**src/rtl/mgs_pkg.sv**
```systemverilog
package mgs_pkg;
    typedef enum logic [1:0] {
        RG_UNUSED   = 2'b00,
        RG_DATALESS = 2'b01,
        RG_CAND     = 2'b10,
        RG_MIGRATED = 2'b11
    } region_e;
endpackage

```
**src/rtl/mgs_region_table.sv**
```systemverilog
module mgs_region_table
    import mgs_pkg::*;
#(
    parameter  int WAYS  = 12,
    localparam int WAY_W = (WAYS > 1) ? $clog2(WAYS) : 1
) (
    input  logic             clk,
    input  logic             rst_n,
    input  logic             fill_vld,
    input  logic [WAY_W-1:0] fill_way,
    input  logic             inval_vld,
    input  logic [WAY_W-1:0] inval_way,
    input  logic             set_vld,
    input  logic [WAY_W-1:0] set_way,
    input  region_e          set_val,
    input  logic [WAY_W-1:0] rd_way,
    output region_e          rd_val
);
    region_e tag_d [WAYS];
    region_e tag_q [WAYS];

    // Priority, lowest first: writeback/migration update, fill, invalidate.
    always_comb begin
        for (int w = 0; w < WAYS; w++) begin
            tag_d[w] = tag_q[w];
            if (set_vld && (int'(set_way) == w))     tag_d[w] = set_val;
            if (fill_vld && (int'(fill_way) == w))   tag_d[w] = RG_DATALESS;
            if (inval_vld && (int'(inval_way) == w)) tag_d[w] = RG_UNUSED;
        end
    end

    always_ff @(posedge clk) begin
        for (int w = 0; w < WAYS; w++) begin
            if (!rst_n) tag_q[w] <= RG_UNUSED;
            else        tag_q[w] <= tag_d[w];
        end
    end

    assign rd_val = (int'(rd_way) < WAYS) ? tag_q[rd_way] : RG_UNUSED;
endmodule

```
**src/rtl/mgs_mover.sv**
```systemverilog
module mgs_mover #(
    parameter  int WAYS       = 12,
    parameter  int MIG_CYCLES = 4,
    localparam int WAY_W      = (WAYS > 1) ? $clog2(WAYS) : 1,
    localparam int CNT_W      = $clog2(MIG_CYCLES + 1)
) (
    input  logic             clk,
    input  logic             rst_n,
    input  logic             start,
    input  logic [WAY_W-1:0] start_way,
    output logic             busy,
    output logic             mig_req,
    output logic [WAY_W-1:0] mig_way,
    output logic             finish
);
    typedef struct packed {
        logic             busy;
        logic             req;
        logic [CNT_W-1:0] cnt;
        logic [WAY_W-1:0] way;
    } mover_t;

    mover_t mv_d, mv_q;

    always_comb begin
        mv_d     = mv_q;
        mv_d.req = 1'b0;
        if (mv_q.busy) begin
            if (mv_q.cnt == '0) mv_d.busy = 1'b0;
            else                mv_d.cnt  = mv_q.cnt - 1'b1;
        end else if (start) begin
            mv_d.busy = 1'b1;
            mv_d.req  = 1'b1;
            mv_d.cnt  = CNT_W'(MIG_CYCLES - 1);
            mv_d.way  = start_way;
        end
    end

    always_ff @(posedge clk) begin
        if (!rst_n) mv_q <= '0;
        else        mv_q <= mv_d;
    end

    assign busy    = mv_q.busy;
    assign mig_req = mv_q.req;
    assign mig_way = mv_q.way;
    assign finish  = mv_q.busy && (mv_q.cnt == '0);
endmodule

```
**src/rtl/mgs_ctrl.sv**
```systemverilog
module mgs_ctrl
    import mgs_pkg::*;
#(
    parameter  int SLOW_WAYS  = 12,
    parameter  int MIG_CYCLES = 4,
    localparam int WAY_W      = (SLOW_WAYS > 1) ? $clog2(SLOW_WAYS) : 1
) (
    input  logic             clk,
    input  logic             rst_n,
    input  logic             fill_vld,
    input  logic [WAY_W-1:0] fill_way,
    input  logic             inval_vld,
    input  logic [WAY_W-1:0] inval_way,
    input  logic             wb_vld,
    input  logic [WAY_W-1:0] wb_way,
    output logic             wb_ready,
    output logic             wb_to_slow,
    output logic             wb_to_fast,
    output logic             wb_stall,
    output logic             mig_req,
    output logic [WAY_W-1:0] mig_src_way,
    output logic             wb_resume
);
    typedef struct packed {
        logic to_slow;
        logic to_fast;
        logic resume;
    } pulse_t;

    pulse_t           pl_d, pl_q;
    region_e          cur_tag;
    region_e          set_val;
    logic             set_vld;
    logic [WAY_W-1:0] set_way;
    logic             accept, mv_busy, mv_finish, mv_start;
    logic [WAY_W-1:0] mv_way;

    assign wb_ready = !mv_busy;
    assign accept   = wb_vld && wb_ready;
    assign mv_start = accept && (cur_tag == RG_CAND);

    always_comb begin
        set_vld = 1'b0;
        set_way = wb_way;
        set_val = RG_CAND;
        if (mv_finish) begin
            set_vld = 1'b1;
            set_way = mv_way;
            set_val = RG_MIGRATED;
        end else if (accept && (cur_tag == RG_DATALESS)) begin
            set_vld = 1'b1;
        end
        pl_d.to_slow = accept && (cur_tag == RG_DATALESS);
        pl_d.to_fast = (accept && (cur_tag == RG_MIGRATED)) || mv_finish;
        pl_d.resume  = mv_finish;
    end

    always_ff @(posedge clk) begin
        if (!rst_n) pl_q <= '0;
        else        pl_q <= pl_d;
    end

    mgs_region_table #(.WAYS(SLOW_WAYS)) u_table (
        .clk       (clk),
        .rst_n     (rst_n),
        .fill_vld  (fill_vld),
        .fill_way  (fill_way),
        .inval_vld (inval_vld),
        .inval_way (inval_way),
        .set_vld   (set_vld),
        .set_way   (set_way),
        .set_val   (set_val),
        .rd_way    (wb_way),
        .rd_val    (cur_tag)
    );

    mgs_mover #(.WAYS(SLOW_WAYS), .MIG_CYCLES(MIG_CYCLES)) u_mover (
        .clk       (clk),
        .rst_n     (rst_n),
        .start     (mv_start),
        .start_way (wb_way),
        .busy      (mv_busy),
        .mig_req   (mig_req),
        .mig_way   (mv_way),
        .finish    (mv_finish)
    );

    assign wb_to_slow  = pl_q.to_slow;
    assign wb_to_fast  = pl_q.to_fast;
    assign wb_resume   = pl_q.resume;
    assign wb_stall    = mv_busy;
    assign mig_src_way = mv_way;
endmodule

```
**config.mk**
```make
export PLATFORM = sky130hd
export DESIGN_NAME = mgs_ctrl
export DESIGN_NICKNAME = d
export VERILOG_FILES = /design/src/rtl/mgs_pkg.sv /design/src/rtl/mgs_region_table.sv /design/src/rtl/mgs_mover.sv /design/src/rtl/mgs_ctrl.sv
export SDC_FILE = /design/constraint.sdc
export NUM_CORES = 1
export LEC_CHECK = 0
export BUFFER_PORTS_ARGS = -buffer_cell sky130_fd_sc_hd__buf_2
export CAP_MARGIN = 15
export CORE_MARGIN = 5
export CORE_UTILIZATION = 40
export DETAILED_ROUTE_END_ITERATION = 6
export GPL_ROUTABILITY_DRIVEN = 0
export GPL_TIMING_DRIVEN = 0
export MAX_ROUTING_LAYER = met4
export PLACE_DENSITY = 0.62
export SLEW_MARGIN = 25
export SYNTH_ARGS = -nofsm -noshare
export SYNTH_HDL_FRONTEND = slang
export SYNTH_SLANG_ARGS = --single-unit
```
**constraint.sdc**
```tcl
create_clock -name clk -period 7.3 [get_ports clk]
set_input_delay 0.365 -clock clk [delete_from_list [all_inputs] [get_ports clk]]
set_output_delay 0.365 -clock clk [all_outputs]
set_load 0.05 [all_outputs]
```
==> metrics.md, run 1 <==
| Metric | Value |
|---|---|
| Worst vdd ir | 0.0933 mV |
| Die area | 7310 um2 |
| GR Util All Layers | 17.1% |
| Slew Limit Headroom | 48.9% |
| RR Startpoint | u_mover.mv_q[4] |
| Yosys top cell by area | edfxtp_1 |
| CTS-repair resized insts | 0 |
| Initial Util | 41.4% |
| Clock input transition at the sequential cells of the worst setup and hold paths | 0.07 ns |
| Largest net degree at the start of global routing | 11 |
| Postcts setup bufs | 0 |
| DRC Markers | 0 |
| Critical Path, Cell by Cell | inv_1 > ha_1 > ha_1 > and2_1 > clkbuf_1 > nand3b_1 > a21boi_1 > o311ai_0 |
| Max Freq | 359 MHz |
| Fraction of registers with async set/reset | 0% |
| Area Growth Syn to Fin | 13.0% |
| Post-Synthesis Cells | 227 |
| Hold Crit Class | primary input to flip-flop |
| Flop-to-flop setup slack | 4.51 ns |
| First-pass GRT wire length | 9520 um |
| Warnings from Yosys | 0 |
| Initial antenna violation count | 0 |
| Antenna cell count | 0 |
| Most Frequent Cell on Critical Path | ha_1 |
| Max Cap Viol | 0 |
| Layout cells sized above 1 | 17.7% |
| Total CTS buffers | 5 |
| Sequential Area | 961 um2 |
| Minimum clock period | 2.79 ns |
| EDFF count, synth | 24 |
| Worst setup margin | 4.51 ns |
| WP buf/inv | 2 |
| Width of the chip | 85.5 um |
| Period utilisation layout | 38.2% |
| Most frequent cell after synthesis | nand2_1 |
| Synth unique cells | 41 |
| Register area share after synthesis | 42.2% |
| Wire length per cell | 17.7 um |
| Hold path endpoint | u_mover.mv_q[6] |
| Crit end category | flip-flop |
| Comb pwr share | 18.5% |
| GR Overflow Total | 0 |
| Worst-Margin Slew | 0.763 ns |
| I/O Pins | 27 |
| Synthesized cell area | 2280 um2 |
| Cell Pwr Density | 174 nW/um2 |
| CTS tree | yes |
| Post-synth net total | 246 |
| Hold Path Stages | 3 |
| Final setup viols | 0 |
| Psw | 126 uW |
| Worst Path Arrival | 2.71 ns |
| Finished Layout Cells | 332 |
| Clk pwr share | 30.1% |
| Pleak | 0.943 nW |
| Critical path startpoint category | flip-flop |
| Reg2reg end | u_table.tag_q[9][0] |
| Die Ht | 85.5 um |
| Max FO, Critical Path | 10 |
| Post-Route Skew | 0.0115 ns |
| Final ANT Viol Nets | 0 |
| Setup tns final | 0 ns |
| Hold path startpoint | rst_n |
| Area occupied by multi-input gates | 1210 um2 |
| Slowest cell on crit path | o311ai_0 |
| Synth area leaders | edfxtp_1 (32%), dfxtp_1 (11%), nor4b_1 (4.6%) |
| Placed cells | 324 |
| Crit-path leading delay family | compound AO/OA/AOI/OAI gates |
| I/O Buffers | 25 |
| WL final | 5880 um |
| Deepest clock path buffer count | 2 |
| Max-slew violation count | 0 |
| H-tree depth | 2 |
| Fill cells | 559 |
| Floorplan row count | 27 |
| Vias in the first global route | 1848 |
| Via Count | 1989 |
| Max stage delay on crit path | 0.63 ns |
| Most used flip-flop cell after synthesis | edfxtp_1 |
| Iter 0 DRT Violations | 151 |
| Setup slack at placement | 4.26 ns |
| Flops & latches, synth | 36 |
| Final hold vios | 0 |
| Core Box Area | 5510 um2 |
| Internal power | 323 uW |
| Synth cell count leaders | nand2_1 (25), edfxtp_1 (24) |
| Setup CP Type | flip-flop to flip-flop |
| Unrepaired setup endpoints after global routing | false |
| Dpl hpwl | 4470 um |
| Sw frac | 28.1% |
| Status | finished, final reports clean |
| Share of power burned in registers | 51.4% |
| Avg Synthesized Cell Area | 10.0 um2 |
| CTS root buf | clkbuf_8 |
| Via/cell ratio | 5.99 |
| R2R cell count | 8 |
| Drt pass-1 iters | 5 |
| Hold-fix buffers at CTS | 0 |
| Final nets | 278 |
| Post-synth top area share | 31.6% |
| Crit path required time | 7.22 ns |
| Clk_lat worst skew | 0.29 ns |
| TritonCTS Sinks | 36 |
-- tightest hold or removal path: stages --
cell and delay, ns:
buf_2 0.15, nand2_1 0.08, o31ai_1 0.05
-- cells in the final DEF (no fill, tap or decap), types with 3 or more instances in the layout --
master	n
o21a_1	12
edfxtp_1	24
nand3b_1	6
buf_4	6
clkbuf_1	11
o22ai_1	10
nand2_1	25
nor4b_1	12
a21oi_1	5
dfxtp_1	12
o311ai_0	12
o31ai_1	3
mux4_2	3
and2_1	3
inv_1	5
nor2b_1	4
nor3_1	4
and3_1	12
mux2i_1	10
buf_2	27
clkbuf_8	5
o211a_1	3
nand2b_1	8
nor2_1	10
-- power by group through the flow --
stage          clock, mW  sequential (mW)  combinational [mW]
3_5_place_dp           0            0.235              0.0824
2_1_floorplan          0            0.237              0.0546
6_report           0.135            0.230              0.0830
4_1_cts            0.138            0.231              0.0827
5_1_grt            0.149            0.231              0.0902
3_3_place_gp           0            0.235              0.0814
-- how the worst max path moves through the flow --
stage | slack, ns | from | cells after the start | to
floorplan | 4.75 | wb_way[0] | 8 | u_table.tag_q[2][0]
global placement | 4.29 | wb_way[2] | 8 | u_table.tag_q[3][0]
detailed placement | 4.26 | wb_way[2] | 8 | u_table.tag_q[8][0]
CTS | 4.55 | u_mover.mv_q[4] | 8 | u_table.tag_q[9][0]
global route | 4.25 | u_mover.mv_q[4] | 8 | u_table.tag_q[9][0]
finish | 4.51 | u_mover.mv_q[4] | 8 | u_table.tag_q[9][0]
-- cell type report --
| cell class | count | area share, % |
|---|---|---|
| clock buffers | 7 | 2.96 |
| well taps | 72 | 3.50 |
| repair buffers | 25 | 4.86 |
| flip-flops and latches | 36 | 37.3 |
| clock inverters | 1 | 0.146 |
| plain buffers | 17 | 3.45 |
| inverters | 5 | 0.729 |
| multi-input cells | 169 | 47.0 |
-- kinds of logic (layout without fill, tap and decap cells) --
family | count (synthesis) | count (layout) | synth area share [%]
buf+inv | 22 | 55 | 4.72
flops | 36 | 36 | 42.2
fa+ha+maj | 2 | 2 | 1.10
mux | 15 | 15 | 8.34
xor+xnor | 1 | 1 | 0.384
compound gates | 56 | 56 | 19.1
simple gates | 95 | 95 | 24.2
-- per-layer routing --
metal  GRT usage [%]  up-vias  wire [um]
met1            22.2      939       2620
met5               -        -          0
met2            27.8       99       2730
met4            4.89        0         91
li1                -      943          -
met3            2.31        8        442
-- stage by stage --
step                      power (mW)  util (%)  hold slack (ns)  area [um2]
after floorplan                0.292         -            0.435        2280
after global placement         0.316      45.3            0.446        2490
after detailed placement       0.317      45.3            0.451        2490
after CTS                      0.451      46.8            0.396        2570
after global routing           0.470      46.8            0.403        2570
final                          0.448      46.8            0.402        2570
-- registers in the layout, summed over array words and instances (netlist names) --
signal	cells
u_mover.mv_q	3
wb_resume	1
u_mover.busy	1
u_mover.mig_way	4
wb_to_slow	1
u_table.tag_q	24
wb_to_fast	1
u_mover.mig_req	1
No activity file was read; power rests on OpenSTA's default activity.
==> run 2, diff against run 1 <==
Settings changed: PLACE_DENSITY 0.62 to 0.65.
Clock period 7.3 ns to 2.4 ns, I/O delays scaled along.
==> metrics.md, run 2 (synthesis gave the netlist of run 1 again) <==
| Metric | Value |
|---|---|
| Sequential Area | 961 um2 (unchanged) |
| Floorplan row count | 27 (unchanged) |
| Area occupied by multi-input gates | 1320 um2 (+9.3%) |
| Hold path startpoint | rst_n |
| GR Overflow Total | 0 (unchanged) |
| Largest net degree at the start of global routing | 12 (+1) |
| Comb pwr share | 19.5% (+1.0 points) |
| Fill cells | 516 (-7.7%) |
| Drt pass-1 iters | 4 (-1) |
| Slew Limit Headroom | 51.7% (+2.8 points) |
| Final ANT Viol Nets | 0 (unchanged) |
| TritonCTS Sinks | 36 (unchanged) |
| I/O Pins | 27 (unchanged) |
| H-tree depth | 2 (unchanged) |
| Most common cell after layout, fill and taps aside | buf_2 |
| Pleak | 0.981 nW (+4.1%) |
| Share of power burned in registers | 49.1% (-2.3 points) |
| Status | finished, final reports clean |
| Final nets | 277 (-0.36%) |
| Worst vdd ir | 0.248 mV (+170%) |
| Max-slew violation count | 0 (unchanged) |
| RR Startpoint | u_table.tag_q[11][1] |
| Die area | 7310 um2 (unchanged) |
| Dpl hpwl | 4470 um (about the same) |
| Max Freq | 425 MHz (+18%) |
| Final setup viols | 0 (unchanged) |
| Largest register by flop count | u_table.tag_q |
| Internal power | 1.02 mW (+220%) |
| Setup CP Type | flip-flop to flip-flop |
| Final hold vios | 0 (unchanged) |
| DRC Markers | 0 (unchanged) |
| Crit path required time | 2.35 ns (-4.87 ns) |
| Sw frac | 28.8% (+0.71 points) |
| Initial Util | 41.4% (unchanged) |
| Vias in the first global route | 1869 (+1.1%) |
| Max reg flops | 24 (unchanged) |
| Iter 0 DRT Violations | 140 (-7.3%) |
| Commonest cells after routing, fill and taps aside | buf_2 (27), nand2_1 (25), edfxtp_1 (24) |
| Max FO, Critical Path | 10 (unchanged) |
| Worst-Margin Slew | 0.724 ns (-0.0389 ns) |
| First-pass GRT wire length | 9690 um (+1.8%) |
| Period utilisation layout | 97.9% (+60 points) |
| Hold-fix buffers at CTS | 0 (unchanged) |
| Hold Crit Class | primary input to flip-flop |
| Max Cap Viol | 0 (unchanged) |
| Fin area | 2700 um2 (+4.8%) |
| Worst Path Arrival | 2.30 ns (-0.41 ns) |
| I/O Buffers | 25 (unchanged) |
| Clk pwr share | 31.4% (+1.3 points) |
| Finished Layout Cells | 331 (-0.30%) |
| Clk_lat worst skew | 0.29 ns (about the same) |
| Deepest clock path buffer count | 2 (unchanged) |
| Die Ht | 85.5 um (unchanged) |
| Unrepaired setup endpoints after global routing | true |
| Initial antenna violation count | 0 (unchanged) |
| Worst Setup SP | u_table.tag_q[11][1] |
| Total CTS buffers | 5 (unchanged) |
| Psw | 411 uW (+230%) |
| Postcts setup bufs | 0 (unchanged) |
| GR Util All Layers | 17.6% (+0.52 points) |
| Layout cells sized above 1 | 26.3% (+8.6 points) |
| Clock input transition at the sequential cells of the worst setup and hold paths | 0.07 ns (about the same) |
| WL final | 6020 um (+2.3%) |
| Placed cells | 324 (unchanged) |
| Via/cell ratio | 5.93 (-0.96%) |
| DP Area | 2490 um2 (unchanged) |
| CTS tree | yes |
| Minimum clock period | 2.35 ns (-0.435 ns) |
| Width of the chip | 85.5 um (unchanged) |
| Crit end category | flip-flop |
| Wire length per cell | 18.2 um (+2.6%) |
| Via Count | 1964 (-1.3%) |
| Area Growth Syn to Fin | 18.3% |
| Core Box Area | 5510 um2 (unchanged) |
| Cell Pwr Density | 530 nW/um2 (+200%) |
| CTS root buf | clkbuf_8 |
| Post-Route Skew | 0.00894 ns (-0.00255 ns) |
| Critical path startpoint category | flip-flop |
| Antenna cell count | 0 (unchanged) |
-- run 2: metal layers --
metal	vias to the layer above	routed length, um	global-route usage (%)
met5	-	0	-
met4	0	129	7.91
met3	9	394	3.07
met2	83	2970	28.8
met1	935	2520	21.1
li1	937	-	-
-- run 2: cell type report --
class,instances,area share [%]
buffer,16,3.20
clock buffer,6,3.06
clock inverter,2,0.371
inverter,5,0.696
multi-input combinational,169,49.1
sequential,36,35.6
tap,72,3.34
timing repair buffer,25,4.64
-- run 2: final timing paths --
path	depth (start not counted)	slack [ns]	to
setup reg to reg	6	0.05	u_table.tag_q[4][1]
hold / removal	3	0.15	u_mover.mv_q[6]
setup / recovery	6	0.05	u_table.tag_q[4][1]
hold reg to reg	2	0.46	u_mover.mv_q[6]
-- run 2: worst max-delay path, cell delays in order (launching register included) --
cell and delay [ns]:
edfxtp_1 0.38, mux4_2 0.48, nand2_1 0.11, o21a_1 0.22, a21oi_2 0.14, buf_2 0.25
o311ai_1 0.41
-- run 2: stage by stage --
step | setup TNS [ns] | util [%] | total power [mW] | worst slack (ns) | hold slack (ns)
floorplan | -1.12 | - | 0.887 | -0.0698 | 0.266
detailed placement | -11.73 | 45.3 | 0.966 | -0.452 | 0.448
finish | 0 | 49.0 | 1.43 | 0.0494 | 0.146
global route | -1.09 | 49.0 | 1.49 | -0.0838 | 0.154
CTS | 0 | 47.7 | 1.41 | 0.000794 | 0.146
global placement | -10.88 | 45.3 | 0.961 | -0.379 | 0.446
-- run 2: what timing repair did --
action	4_1_cts	5_1_grt
resized for setup	19	14
pin swaps	0	0
setup endpoints to repair	31	35
gates cloned	0	0
-- run 2: power groups by stage --
stage | registers (mW) | logic, mW | clock network [mW]
2_1_floorplan | 0.721 | 0.166 | 0
3_3_place_gp | 0.714 | 0.247 | 0
3_5_place_dp | 0.715 | 0.250 | 0
4_1_cts | 0.701 | 0.264 | 0.450
5_1_grt | 0.705 | 0.301 | 0.480
6_report | 0.701 | 0.278 | 0.449
==> run 3, diff against run 2 <==
Settings changed: PLACE_DENSITY 0.65 to 0.62.
Clock period 2.4 ns to 2.8 ns, I/O delays scaled along.
==> metrics.md, run 3 (synthesis gave the netlist of run 1 again) <==
| Metric | Value |
|---|---|
| RR Startpoint | u_mover.mv_q[4] |
| Clock input transition at the sequential cells of the worst setup and hold paths | 0.07 ns (about the same) |
| Wire length per cell | 17.9 um (-1.3%) |
| I/O Buffers | 25 (unchanged) |
| Most common cell after layout, fill and taps aside | buf_2 |
| Deepest clock path buffer count | 2 (unchanged) |
| Final ANT Viol Nets | 0 (unchanged) |
| Initial Util | 41.4% (unchanged) |
| Crit path required time | 2.83 ns (+0.48 ns) |
| Area Growth Syn to Fin | 13.3% |
| Layout cells sized above 1 | 18.1% (-8.2 points) |
| Hold-fix buffers at CTS | 0 (unchanged) |
| Power after layout | 1.18 mW (-17%) |
| Finished Layout Cells | 332 (+0.30%) |
| Final hold vios | 0 (unchanged) |
| Initial antenna violation count | 0 (unchanged) |
| First-pass GRT wire length | 9520 um (-1.8%) |
| Largest net degree at the start of global routing | 11 (-1) |
| Setup tns final | 0 ns (unchanged) |
| M3 GR Usage | 2.31% (-0.77 points) |
| DRC Markers | 0 (unchanged) |
| Critical Path, Cell by Cell | inv_1 > ha_1 > ha_1 > and2_1 > clkbuf_1 > and3_1 > a31oi_1 > o22ai_1 > and3_1 |
| Worst-Margin Slew | 0.876 ns (+0.152 ns) |
| GR Util All Layers | 17.1% (-0.52 points) |
| Fill cells | 557 (+7.9%) |
| Die area | 7310 um2 (unchanged) |
| Width of the chip | 85.5 um (unchanged) |
| Hold Path Stages | 3 (unchanged) |
| Drt pass-1 iters | 5 (+1) |
| Hold path startpoint | rst_n |
| Flop-to-flop setup slack | 0.15 ns (+0.11 ns) |
| Total CTS buffers | 5 (unchanged) |
| Via Count | 1989 (+1.3%) |
| Grt met1 use | 22.2% (+1.2 points) |
| Critical path startpoint category | flip-flop |
| R2R cell count | 9 (+3) |
| Placed cells | 324 (unchanged) |
| Largest register by flop count | u_table.tag_q |
| GRT Max-Usage Layer | met2 |
| Max reg flops | 24 (unchanged) |
| WL final | 5950 um (-1.0%) |
| Setup CP Type | flip-flop to flip-flop |
| Reg2reg end | u_table.tag_q[3][0] |
| Max Freq | 378 MHz (-11%) |
| Hold Crit Class | primary input to flip-flop |
| CTS root buf | clkbuf_8 |
| Minimum clock period | 2.65 ns (+0.295 ns) |
| Antenna cell count | 0 (unchanged) |
| Met2 Use GR | 27.8% (-1.1 points) |
| Finished Core Util | 46.9% (-2.1 points) |
| CTS tree | yes |
| Sequential Area | 961 um2 (unchanged) |
| DP Area | 2490 um2 (unchanged) |
| Die Ht | 85.5 um (unchanged) |
| Floorplan row count | 27 (unchanged) |
| Max stage delay on crit path | 0.55 ns (+0.07 ns) |
| Core Box Area | 5510 um2 (unchanged) |
| H-tree depth | 2 (unchanged) |
| Crit end category | flip-flop |
| Dpl hpwl | 4470 um (about the same) |
| GR Overflow Total | 0 (unchanged) |
| Worst vdd ir | 0.256 mV (+3.0%) |
| Final nets | 278 (+0.36%) |
| Max-slew violation count | 0 (unchanged) |
| Vias in the first global route | 1848 (-1.1%) |
| Final setup viols | 0 (unchanged) |
| Unrepaired setup endpoints after global routing | true |
| Slowest cell on crit path | a31oi_1 |
| Period utilisation layout | 94.5% (-3.5 points) |
| Fin area | 2580 um2 (-4.3%) |
| Max Cap Viol | 0 (unchanged) |
| Commonest cells after routing, fill and taps aside | buf_2 (27), nand2_1 (25), edfxtp_1 (24) |
| Status | finished, final reports clean |
| Pleak | 0.949 nW (-3.2%) |
| TritonCTS Sinks | 36 (unchanged) |
| Post-Route Skew | 0.00846 ns (-0.000479 ns) |
| Slew Limit Headroom | 41.3% (-10 points) |
| Iter 0 DRT Violations | 163 (+16%) |
| Cell Pwr Density | 456 nW/um2 (-14%) |
| Via/cell ratio | 5.99 (+0.97%) |
| Worst Path Arrival | 2.68 ns (+0.38 ns) |
| I/O Pins | 27 (unchanged) |
| Max FO, Critical Path | 10 (unchanged) |
| Hold path endpoint | u_mover.mv_q[6] |
| Area occupied by multi-input gates | 1220 um2 (-7.9%) |
| Clk_lat worst skew | 0.29 ns (about the same) |
run 3: worst max path at each step:
| stage | startpoint | endpoint | slack, ns | cells after the start |
|---|---|---|---|---|
| floorplan | u_mover.busy | u_table.tag_q[2][0] | 0.33 | 6 |
| global placement | wb_way[2] | u_table.tag_q[3][0] | 0.01 | 8 |
| detailed placement | wb_way[2] | u_table.tag_q[8][0] | -0.02 | 8 |
| CTS | u_mover.mv_q[4] | u_table.tag_q[9][0] | 0.05 | 8 |
| global route | u_mover.mv_q[4] | u_table.tag_q[11][1] | -0.07 | 8 |
| finish | u_mover.mv_q[4] | u_table.tag_q[3][0] | 0.15 | 9 |
run 3: metrics by stage:
step                setup slack (ns)  hold slack (ns)
finish                         0.155            0.175
global route                 -0.0670            0.178
CTS                           0.0513            0.171
detailed placement           -0.0156            0.451
global placement              0.0131            0.446
floorplan                      0.330            0.286
run 3: cell type report:
type | count | area share [%]
Inverter | 5 | 0.727
Timing Repair Buffer | 25 | 4.84
Sequential cell | 36 | 37.2
Multi-Input combinational cell | 169 | 47.2
Clock inverter | 1 | 0.145
Tap cell | 72 | 3.49
Buffer | 17 | 3.44
Clock buffer | 7 | 2.96
run 3: what timing repair did:
| item | in CTS | in global routing |
|---|---|---|
| setup endpoints to repair | 0 | 18 |
| setup buffers | 0 | 0 |
| gates resized for setup | 0 | 12 |
run 3: layer usage:
layer / share of wire (%) / wire length, um
met2: 47 / 2810
met1: 46 / 2730
met5: 0 / 0
met3: 6.1 / 362
met4: 0.77 / 46
run 3: power breakdown:
group,leakage [nW],switching (mW),total [mW],internal (mW)
clock network,0.0399,0.182,0.356,0.173
logic,0.563,0.144,0.222,0.0778
registers,0.346,0.00928,0.601,0.591
run 3: worst max-delay path: cells and delay by family (launching register included):
family / cells / cell delay [ns]
AOI/OAI and AO/OA: 2 / 0.73
adders and majority gates: 2 / 0.44
buffers and inverters: 2 / 0.26
DFF: 1 / 0.31
and+or+nand+nor: 3 / 0.64
